[config.mk]
export PLATFORM = sky130hd
export DESIGN_NAME = rx_unpack
export DESIGN_NICKNAME = d
export VERILOG_FILES = /design/src/rtl/rx_unpack.sv
export SDC_FILE = /design/constraint.sdc
export NUM_CORES = 2
export LEC_CHECK = 0
export ABC_AREA = 0
export CAP_MARGIN = 5
export CORE_ASPECT_RATIO = 0.6
export CORE_UTILIZATION = 40
export DETAILED_ROUTE_END_ITERATION = 8
export GPL_ROUTABILITY_DRIVEN = 0
export PLACE_DENSITY = 0.55
export REMOVE_ABC_BUFFERS = 1
export SETUP_SLACK_MARGIN = 0.4
export SLEW_MARGIN = 5
export SYNTH_ARGS = -nofsm -noshare
export SYNTH_HDL_FRONTEND = slang
export SYNTH_SLANG_ARGS = --single-unit
[constraint.sdc]
create_clock -name clk -period 7.2 [get_ports clk]
set_input_delay 1.44 -clock clk [delete_from_list [all_inputs] [get_ports clk]]
set_output_delay 1.44 -clock clk [all_outputs]
set_load 0.05 [all_outputs]
[src/rtl/rx_unpack.sv]
module rx_unpack #(
  parameter int DW     = 32,
  parameter int DDEPTH = 48,
  parameter int QDEPTH = 8,
  parameter int BW     = 11
) (
  input  logic              clk,
  input  logic              rst_n,
  input  logic [2:0]        cfg_lead,
  input  logic [1:0]        cfg_align,
  input  logic [7:0]        st_thresh,
  input  logic              wr_en,
  input  logic [DW-1:0]     wr_word,
  input  logic              pkt_done,
  input  logic [BW-1:0]     pkt_bytes,
  input  logic              pkt_bcast,
  input  logic              pkt_mcast,
  input  logic              pkt_miss,
  input  logic              rd_req,
  output logic [DW-1:0]     rd_data,
  input  logic              skip_req,
  input  logic              dump_req,
  input  logic              st_pop,
  output logic [31:0]       st_data,
  input  logic              err_clr,
  output logic              rx_err,
  output logic              st_level,
  output logic [$clog2(DDEPTH+1)-1:0] data_words,
  output logic [$clog2(QDEPTH+1)-1:0] stat_words
);
  localparam int DAW = $clog2(DDEPTH);
  localparam int DCW = $clog2(DDEPTH+1);
  localparam int QAW = $clog2(QDEPTH);
  localparam int QCW = $clog2(QDEPTH+1);
  localparam int LW  = BW - 1;

  logic [DW-1:0] d_mem [DDEPTH];
  logic [LW-1:0] l_mem [QDEPTH];
  logic [31:0]   s_mem [QDEPTH];

  logic [DAW-1:0] d_head, d_tail;
  logic [DCW-1:0] d_cnt;
  logic [QAW-1:0] l_head, l_tail, s_head, s_tail;
  logic [QCW-1:0] l_cnt, s_cnt;
  logic [2:0]     lead_left, pad_left;
  logic [LW-1:0]  size_left;

  function automatic logic [QAW-1:0] q_inc(input logic [QAW-1:0] p);
    return (p == QAW'(QDEPTH-1)) ? '0 : p + 1'b1;
  endfunction

  function automatic logic [DAW-1:0] d_inc(input logic [DAW-1:0] p);
    return (p == DAW'(DDEPTH-1)) ? '0 : p + 1'b1;
  endfunction

  wire busy     = (lead_left != 0) || (size_left != 0) || (pad_left != 0);
  wire start    = !busy && (l_cnt != 0);
  wire act_skip = skip_req && !dump_req;
  wire act_rd   = rd_req && !dump_req && !skip_req;
  wire l_pop    = (act_skip || act_rd) && start;

  wire          push_ok   = wr_en && !dump_req && (d_cnt != DCW'(DDEPTH));
  wire          commit_ok = pkt_done && !dump_req &&
                            (l_cnt != QCW'(QDEPTH)) && (s_cnt != QCW'(QDEPTH));
  wire          s_pop_ok  = st_pop && !dump_req && (s_cnt != 0);

  wire [BW:0]   wtmp    = {1'b0, pkt_bytes} + (BW+1)'(3);
  wire [LW-1:0] words   = wtmp[BW:2] + LW'(1);
  wire [15:0]   len4    = 16'(pkt_bytes) + 16'd4;
  wire [31:0]   st_word = {len4, 16'h0000}
                        | (32'(pkt_miss) << 30)
                        | (32'(pkt_bcast) << 13)
                        | (32'(pkt_mcast & ~pkt_bcast) << 10);

  wire [LW:0]   nsum  = {1'b0, l_mem[l_head]} + (LW+1)'(cfg_lead);
  wire [LW:0]   nneg  = -nsum;
  wire [2:0]    pad_new = (cfg_align == 2'd1) ? {1'b0, nneg[1:0]} :
                          (cfg_align == 2'd2) ? nneg[2:0] : 3'd0;

  wire [2:0]    ld_lead = start ? cfg_lead       : lead_left;
  wire [LW-1:0] ld_size = start ? l_mem[l_head]  : size_left;
  wire [2:0]    ld_pad  = start ? pad_new        : pad_left;

  logic [2:0]    lead_n, pad_n;
  logic [LW-1:0] size_n, pop_n;
  logic [DW-1:0] rd_out;
  logic          uflow;

  always_comb begin
    lead_n = lead_left;
    size_n = size_left;
    pad_n  = pad_left;
    pop_n  = '0;
    rd_out = '0;
    uflow  = 1'b0;
    if (act_skip) begin
      lead_n = '0;
      size_n = '0;
      pad_n  = '0;
      pop_n  = ld_size;
    end else if (act_rd) begin
      lead_n = ld_lead;
      size_n = ld_size;
      pad_n  = ld_pad;
      if (ld_lead != 0) begin
        lead_n = ld_lead - 3'd1;
      end else if (ld_size != 0) begin
        size_n = ld_size - LW'(1);
        pop_n  = LW'(1);
        rd_out = d_mem[d_head];
      end else if (ld_pad != 0) begin
        pad_n = ld_pad - 3'd1;
      end else begin
        uflow = 1'b1;
      end
    end
  end

  logic [LW:0] hsum;
  always_comb begin
    hsum = (LW+1)'(d_head) + (LW+1)'(pop_n);
    if (hsum >= (LW+1)'(DDEPTH)) hsum = hsum - (LW+1)'(DDEPTH);
  end

  always_ff @(posedge clk) begin
    if (push_ok)   d_mem[d_tail] <= wr_word;
    if (commit_ok) begin
      l_mem[l_tail] <= words;
      s_mem[s_tail] <= st_word;
    end
  end

  always_ff @(posedge clk or negedge rst_n) begin
    if (!rst_n) begin
      d_head <= '0; d_tail <= '0; d_cnt <= '0;
      l_head <= '0; l_tail <= '0; l_cnt <= '0;
      s_head <= '0; s_tail <= '0; s_cnt <= '0;
      lead_left <= '0; size_left <= '0; pad_left <= '0;
    end else if (dump_req) begin
      d_head <= '0; d_tail <= '0; d_cnt <= '0;
      l_head <= '0; l_tail <= '0; l_cnt <= '0;
      s_head <= '0; s_tail <= '0; s_cnt <= '0;
      lead_left <= '0; size_left <= '0; pad_left <= '0;
    end else begin
      lead_left <= lead_n;
      size_left <= size_n;
      pad_left  <= pad_n;
      d_head    <= DAW'(hsum);
      if (push_ok) d_tail <= d_inc(d_tail);
      d_cnt     <= d_cnt + DCW'(push_ok) - DCW'(pop_n);
      if (l_pop)     l_head <= q_inc(l_head);
      if (commit_ok) l_tail <= q_inc(l_tail);
      l_cnt     <= l_cnt + QCW'(commit_ok) - QCW'(l_pop);
      if (s_pop_ok)  s_head <= q_inc(s_head);
      if (commit_ok) s_tail <= q_inc(s_tail);
      s_cnt     <= s_cnt + QCW'(commit_ok) - QCW'(s_pop_ok);
    end
  end

  always_ff @(posedge clk or negedge rst_n) begin
    if (!rst_n) begin
      rd_data <= '0;
      st_data <= '0;
      rx_err  <= 1'b0;
    end else begin
      if (act_rd)   rd_data <= rd_out;
      if (s_pop_ok) st_data <= s_mem[s_head];
      if (uflow)        rx_err <= 1'b1;
      else if (err_clr) rx_err <= 1'b0;
    end
  end

  assign st_level   = (32'(s_cnt) > 32'(st_thresh));
  assign data_words = d_cnt;
  assign stat_words = s_cnt;
endmodule

Yosys cells after proc, flatten, opt, wreduce, memory -nomap -nowiden
Memory sizes are Yosys's and may differ from the RTL's. A register that Yosys moved wholly into a read port is not among the register bits.
Cells that the tools add are included.
Widths: inputs -> output; s select.
Operators by class
  add/subtract/negate cells: 21
  order comparisons: 2
  equal/unequal tests: 10
  multiplexer cells: 58
  bitwise operators: 5
  reductions and logical operators: 33
Operator list (count)
  $mux 32: 3
  $mux 3: 26
  $mux 10: 7
  $mux 6: 6
  $or 31x32->32: 1
  $or 28x31->31: 1
  $or 31x14->31: 1
  $and 1x22->22: 1
  $not 1->22: 1
  $reduce_bool 10->1: 2
  $reduce_bool 3->1: 5
  $mux 1: 14
  $add 11x2->12 const B: 1
  $add 11x3->12 const B: 1
  $add 3x1->3 const B: 4
  $eq 3x3->1 const B: 4
  $logic_and 1x1->1: 12
  $add 6x10->11: 1
  $ge 11x6->1 const B: 1
  $add 10x1->10 const B: 1
  $reduce_bool 2->1: 5
  $sub 10x1->10 const B: 1
  $add 4x1->4: 2
  $gt 4x8->1: 1
  other kinds (17): 27
Storage, ports and cells
  register bits after elaboration: 87
  memory bits (writable): 1872
  input bits: 68
  output and inout bits: 76
  memories: 3
Memory list
  d_mem: depth 48, bits a word 32, rd ports 1, clocked after Yosys merged registers in 0, wr ports 1, RTL line 37  | logic [DW-1:0] d_mem [DDEPTH];
  s_mem: depth 8, bits a word 32, rd ports 1, clocked after Yosys merged registers in 1, wr ports 1, RTL line 39  | logic [31:0] s_mem [QDEPTH];
  l_mem: depth 8, bits a word 10, rd ports 1, clocked after Yosys merged registers in 0, wr ports 1, RTL line 38  | logic [LW-1:0] l_mem [QDEPTH];

Depth between registers and ports, before layout
  depth after elaboration: 15
  mapped depth: 25
  gate-level depth less buffers: 23

Least setup slack after synthesis
No wires, ideal clock.
  path type: flip-flop to flip-flop
  from: reg l_head[2]
  to: reg d_head[4]
  arrival: 5300 ps
  data required time: 7065 ps
  slack: 1765 ps
  stages on the path, launching flop included: 25
  buffers on the path: 3
  cells stage by stage: dfrtp_1 -> buf_1 -> buf_2 -> mux4_2 -> mux2i_1 -> nand2b_1 -> nor2b_1 -> ha_1 -> nand2b_1 -> a211oi_1 -> a21o_1 -> buf_2 -> o22ai_1 -> ha_1 -> fa_1 -> nand3_1 -> and2_1 -> xnor2_1 -> inv_1 -> ha_1 -> nor3b_1 -> a311o_1 -> a211o_1 -> nor4_1 -> nor3_1
Between the ends
  longest elaborated chain between the ends: 11
  elaborated cells on any way between the ends: 12
  those cells by class: add/sub (2); order compare (1); mux (7); reduce/logical (1); memory (1)
RTL lines
  from (decl): RTL line 43  | logic [QAW-1:0] l_head, l_tail, s_head, s_tail;
  from (signal assigned): RTL line 151  | if (l_pop) l_head <= q_inc(l_head);
  $mem_v2 8x10 (*)
  $mux 10 (*): RTL line 81  | wire [LW-1:0] ld_size = start ? l_mem[l_head] : size_left;
  $reduce_bool 10->1: RTL line 107  | end else if (ld_size != 0) begin
  $mux 1: RTL line 107
  $mux 1: RTL line 105  | if (ld_lead != 0) begin
  $mux 1: RTL line 101  | end else if (act_rd) begin
  $mux 10 (*): RTL line 96  | if (act_skip) begin
  $add 6x10->11 (*): RTL line 121  | hsum = (LW+1)'(d_head) + (LW+1)'(pop_n);
  $ge 11x6->1 or $sub 6x6->6 (tied branches): RTL line 122  | if (hsum >= (LW+1)'(DDEPTH)) hsum = hsum - (LW+1)'(DDEPTH);
  $mux 6 (*): RTL line 122
  $mux 6 (*): RTL line 139  | end else if (dump_req) begin
  to (signal assigned): RTL line 148  | d_head <= DAW'(hsum);
  to (decl): RTL line 41  | logic [DAW-1:0] d_head, d_tail;
Every way passes the cells marked *; elsewhere a longest branch is shown, timed or not.
A chain may end at the register's enable or synchronous reset.

Worst setup path in the final report
  from: reg l_head[1]
  to: reg d_head[4]
The elaborated chain is that of the path after synthesis.

==> metrics.md <==
| Metric | Value |
|---|---|
| Period utilization | `between 80% and 90%` |
| Worst setup path start | `l_head[1]` |
| Final number of hold-violating endpoints | `0` |
| Number of flops mapped to enable cells by yosys | `around 1700` |
| Destination of the worst register-to-register timing path | `d_head[4]` |
| Worst reg-to-reg setup slack | `roughly 1100 ps` |
| Worst min-delay path class | `reg2reg` |
| CP Depth | `21` |
| R2R Path Start | `l_head[1]` |
| Die Span Y | `approximately 330 um` |
| Area Growth Syn to Fin | `14.3%` |
| Count of pins on the block boundary | `between 100 and 150` |
| All-Layer GR Usage | `a little under a fifth` |
| Number of max-capacitance violations reported | `0` |
| Per-cell routed wire length | `approximately 28 um` |
| Ranking of synthesized cells by instance count | `edfxtp_1 (1736), mux4_2 (530), nor2_1 (149)` |
| Result of the run | `finished, final reports clean` |
| Synth async-reset ratio | `5.55%` |
| Required time of the critical path | `~7900 ps` |
| Depth of the worst register-to-register path | `21` |
| Pin count of the biggest net entering global routing | `120` |
| Total CTS buffers | `170` |
| Portion of total power attributed to the clock network | `between 30% and 40%` |
| Count of yosys warnings during synthesis | `0` |
| Synthesis-stage register bit count | `roughly 1800` |
| Nets | `between 3000 and 4000` |
| Total setup buffers inserted after CTS | `0` |
| CP max FO | `12` |
| # clock sinks | `1838` |
| Leakage dissipation | `roughly 26 nW` |
| DP HPWL | `between 90000 and 100000 um` |
| NetSw | `8.88 mW` |
| Internal power | `roughly 21 mW` |
| Total standard cell area after synthesis | `72500 um2` |
| Kind of capture point of the worst setup path | `flip-flop` |
| Switching share of power | `a little under a third` |
| Starting utilization of the core area | `40.5%` |
| Fin crit period | `6130 ps` |
| Uppermost signal routing layer after detailed routing | `met4` |
| Library cell with the highest instance count after synthesis | `edfxtp_1` |
| Share of final-layout standard cells stronger than drive strength 1 | `a little over a quarter` |
| Post-route total power | `roughly 30 mW` |
| Clock Pin Slew Worst Setup and Hold Paths | `about 70 ps` |
| Initial antenna violation count | `3` |
| Die Outline Area | `between 150000 and 200000 um2` |
| Cell type with the largest total area after synthesis | `edfxtp_1` |
| Critical Path AT | `around 6800 ps` |
| Final number of max-transition violations | `0` |
| Worst slew margin relative to its limit | `20.7%` |
| Largest delay share family, worst path | `simple AND/OR/NAND/NOR gates` |
| Power density normalized to cell area | `~360 nW/um2` |
| Number of core rows | `120` |
| Critical path destination | `d_head[4]` |
| Dominant synthesized flop cell | `edfxtp_1` |
| Clock insertion delay at the later pin of the skew report | `790 ps` |
| VDD IR-drop max | `0.000605 V` |
| Number of global-route vias before repair | `approximately 34000` |
| Chain of cells forming the critical path | `mux4_2 -> mux2i_1 -> nand2b_1 -> nor2b_1 -> ha_1 -> nand2b_1 -> a211oi_1 -> a21o_2 -> o22ai_1 -> ha_1 -> fa_1 -> nand3_1 -> and2_1 -> xnor2_1 -> inv_1 -> ha_1 -> nor3b_1 -> a311o_1 -> a211o_1 -> nor4_1 -> nor3_1` |
| Critical path's most frequent cell | `ha_1` |
| Post-detailed-route DRC marker count | `0` |
| Total length of routed met3 wires | `around 11000 um` |
| Critical path launch point type | `flip-flop` |
| Hold bufs inserted after CTS | `0` |
| DR vias/cell | `5.56` |
| Delay of the slowest cell on the worst path | `830 ps` |
| Final setup fails | `0` |
| Routed wire length | `~170000 um` |
| Resize count post-CTS | `0` |
| TNS Setup | `0 ps` |
| Largest cells by area after synthesis | `edfxtp_1 (72%), mux4_2 (16%), dfrtp_1 (3.5%)` |
| Wire length on met1 | `between 80000 and 90000 um` |
| Hold slack | `479 ps` |
| PortBufs | `about 130` |
| TritonCTS clock tree | `built` |
| Critical path type | `reg2reg` |
| Core footprint | `approximately 180000 um2` |
| Initial DRT Pass Iterations | `5` |
| Chip width | `551 um` |
| Clk root buf | `clkbuf_16` |
| Slowest stage cell on the critical path | `dfrtp_1` |
| Area fraction of the dominant cell type after synthesis | `roughly 72%` |
| Count of buffer and inverter cells on the critical path | `1` |
| Metal2 WL | `between 70000 and 80000 um` |
| Maximum buffer depth of the clock tree | `4` |
| Total global routing overflow | `0` |
| First-pass GRT wire length | `about 250000 um` |
| Measured slew at the worst slew-check pin | `about 1200 ps` |
| Antenna-violating nets left | `0` |
| Sequential-to-total area share from yosys stat | `roughly three quarters` |
| Logic gate share of total power | `around 28%` |
| Total vias in the final route | `33800` |
| Level count of the clock H-tree | `4` |
| Worst Hold Depth | `2` |
| Setup repair after global routing missed its margin | `no` |
| Number of distinct library cells after synthesis | `around 70` |
| Max Clock Freq | `approximately 160 MHz` |
| Sequential group share of total power | `41.9%` |
| Average footprint of a synthesized cell | `between 20 and 25 um2` |
| Cell count after synthesis | `roughly 3300` |
| Largest clock skew in the final design | `38.3 ps` |
| DRT iter0 DRCs | `roughly 3700` |
## routing by layer
layer,GRT usage [%],vias up
li1,-,14300
met1,30.1,18200
met2,25.4,1050
met3,3.64,181
met4,3.15,0
met5,0,-
## cells in the final DEF, fill, tap and decap left out, types with 14 or more instances in the layout
| cell | count |
|---|---|
| edfxtp_1 | 1736 |
| mux4_2 | 530 |
| clkbuf_16 | 172 |
| clkdlybuf4s50_1 | 124 |
| buf_4 | 119 |
| nor2_1 | 100 |
| dfrtp_1 | 94 |
| nand2_1 | 79 |
| a21oi_1 | 75 |
| mux2i_1 | 62 |
| ha_1 | 53 |
| nor2_4 | 48 |
| clkinv_1 | 38 |
| inv_1 | 37 |
| clkbuf_1 | 34 |
| xnor2_1 | 29 |
| clkinv_2 | 25 |
| bufinv_16 | 21 |
| nand3_1 | 20 |
| o21ai_0 | 20 |
| o31ai_2 | 20 |
| conb_1 | 17 |
| nand2b_1 | 15 |
| o31ai_1 | 14 |
## flip-flops by register name, summed over array words and instances (netlist names), 4 cells and up
name,count
stat_words,4
d_head,6
l_mem,80
d_tail,6
data_words,6
l_cnt,4
st_data,15
size_left,10
rd_data,32
s_mem,120
d_mem,1536
## how the worst min path moves through the flow
stage,from,to
after global routing,rd_data[30],rd_data[30]
after global placement,rd_data[13],rd_data[13]
final,rd_data[1],rd_data[1]
after CTS,rd_data[30],rd_data[30]
after floorplan,pad_left[1],pad_left[1]
after detailed placement,rd_data[30],rd_data[30]
## cells by family (layout without fill, tap and decap cells)
family	count (synthesis)	in the layout	synth area share (%)
other cells	1	18	0.00517
flops	1838	1838	75.5
xor+xnor	42	42	0.508
mux	601	601	17.5
fa+ha+maj	57	57	1.03
simple gates	361	361	2.37
compound gates	185	185	1.81
buf+inv	228	591	1.36
## through the flow
step           instances  area, um2  setup WS [ps]  util, %
6_report            6072      82800           1070     46.2
5_1_grt             6072      82800            638     46.2
4_1_cts             6071      82800           1130     46.2
3_5_place_dp        5770      77400           1120     43.2
3_3_place_gp        5770      77400           1210     43.2
2_1_floorplan       3138      71700         -10150        -
## area by class of cell
type / instances / area [um2]
fillers: 14800 / 96300
flip-flops and latches: 1838 / 54700
multi-input cells: 1263 / 17300
clock buffers: 207 / 4450
well taps: 2379 / 2980
repair buffers: 253 / 2310
clock inverters: 94 / 992
inverters: 37 / 139
diodes: 1 / 2.50
## worst register-to-register path, delay by kind of cell (launching register included)
| kind | cells | cell delay [ps] |
|---|---|---|
| xor+xnor | 1 | 190 |
| compound gates | 5 | 1420 |
| flops | 1 | 830 |
| mux | 2 | 880 |
| buf+inv | 1 | 110 |
| simple gates | 8 | 1430 |
| fa+ha+maj | 4 | 1170 |
## power groups by stage
stage	clock network (mW)	registers (mW)	logic, mW
4_1_cts	9.24	12.4	8.27
3_3_place_gp	0	12.6	8.26
5_1_grt	9.64	12.4	8.72
3_5_place_dp	0	12.6	8.25
6_report	9.05	12.4	8.12
2_1_floorplan	0	13.5	5.60
(Power assumes the default switching activity.)
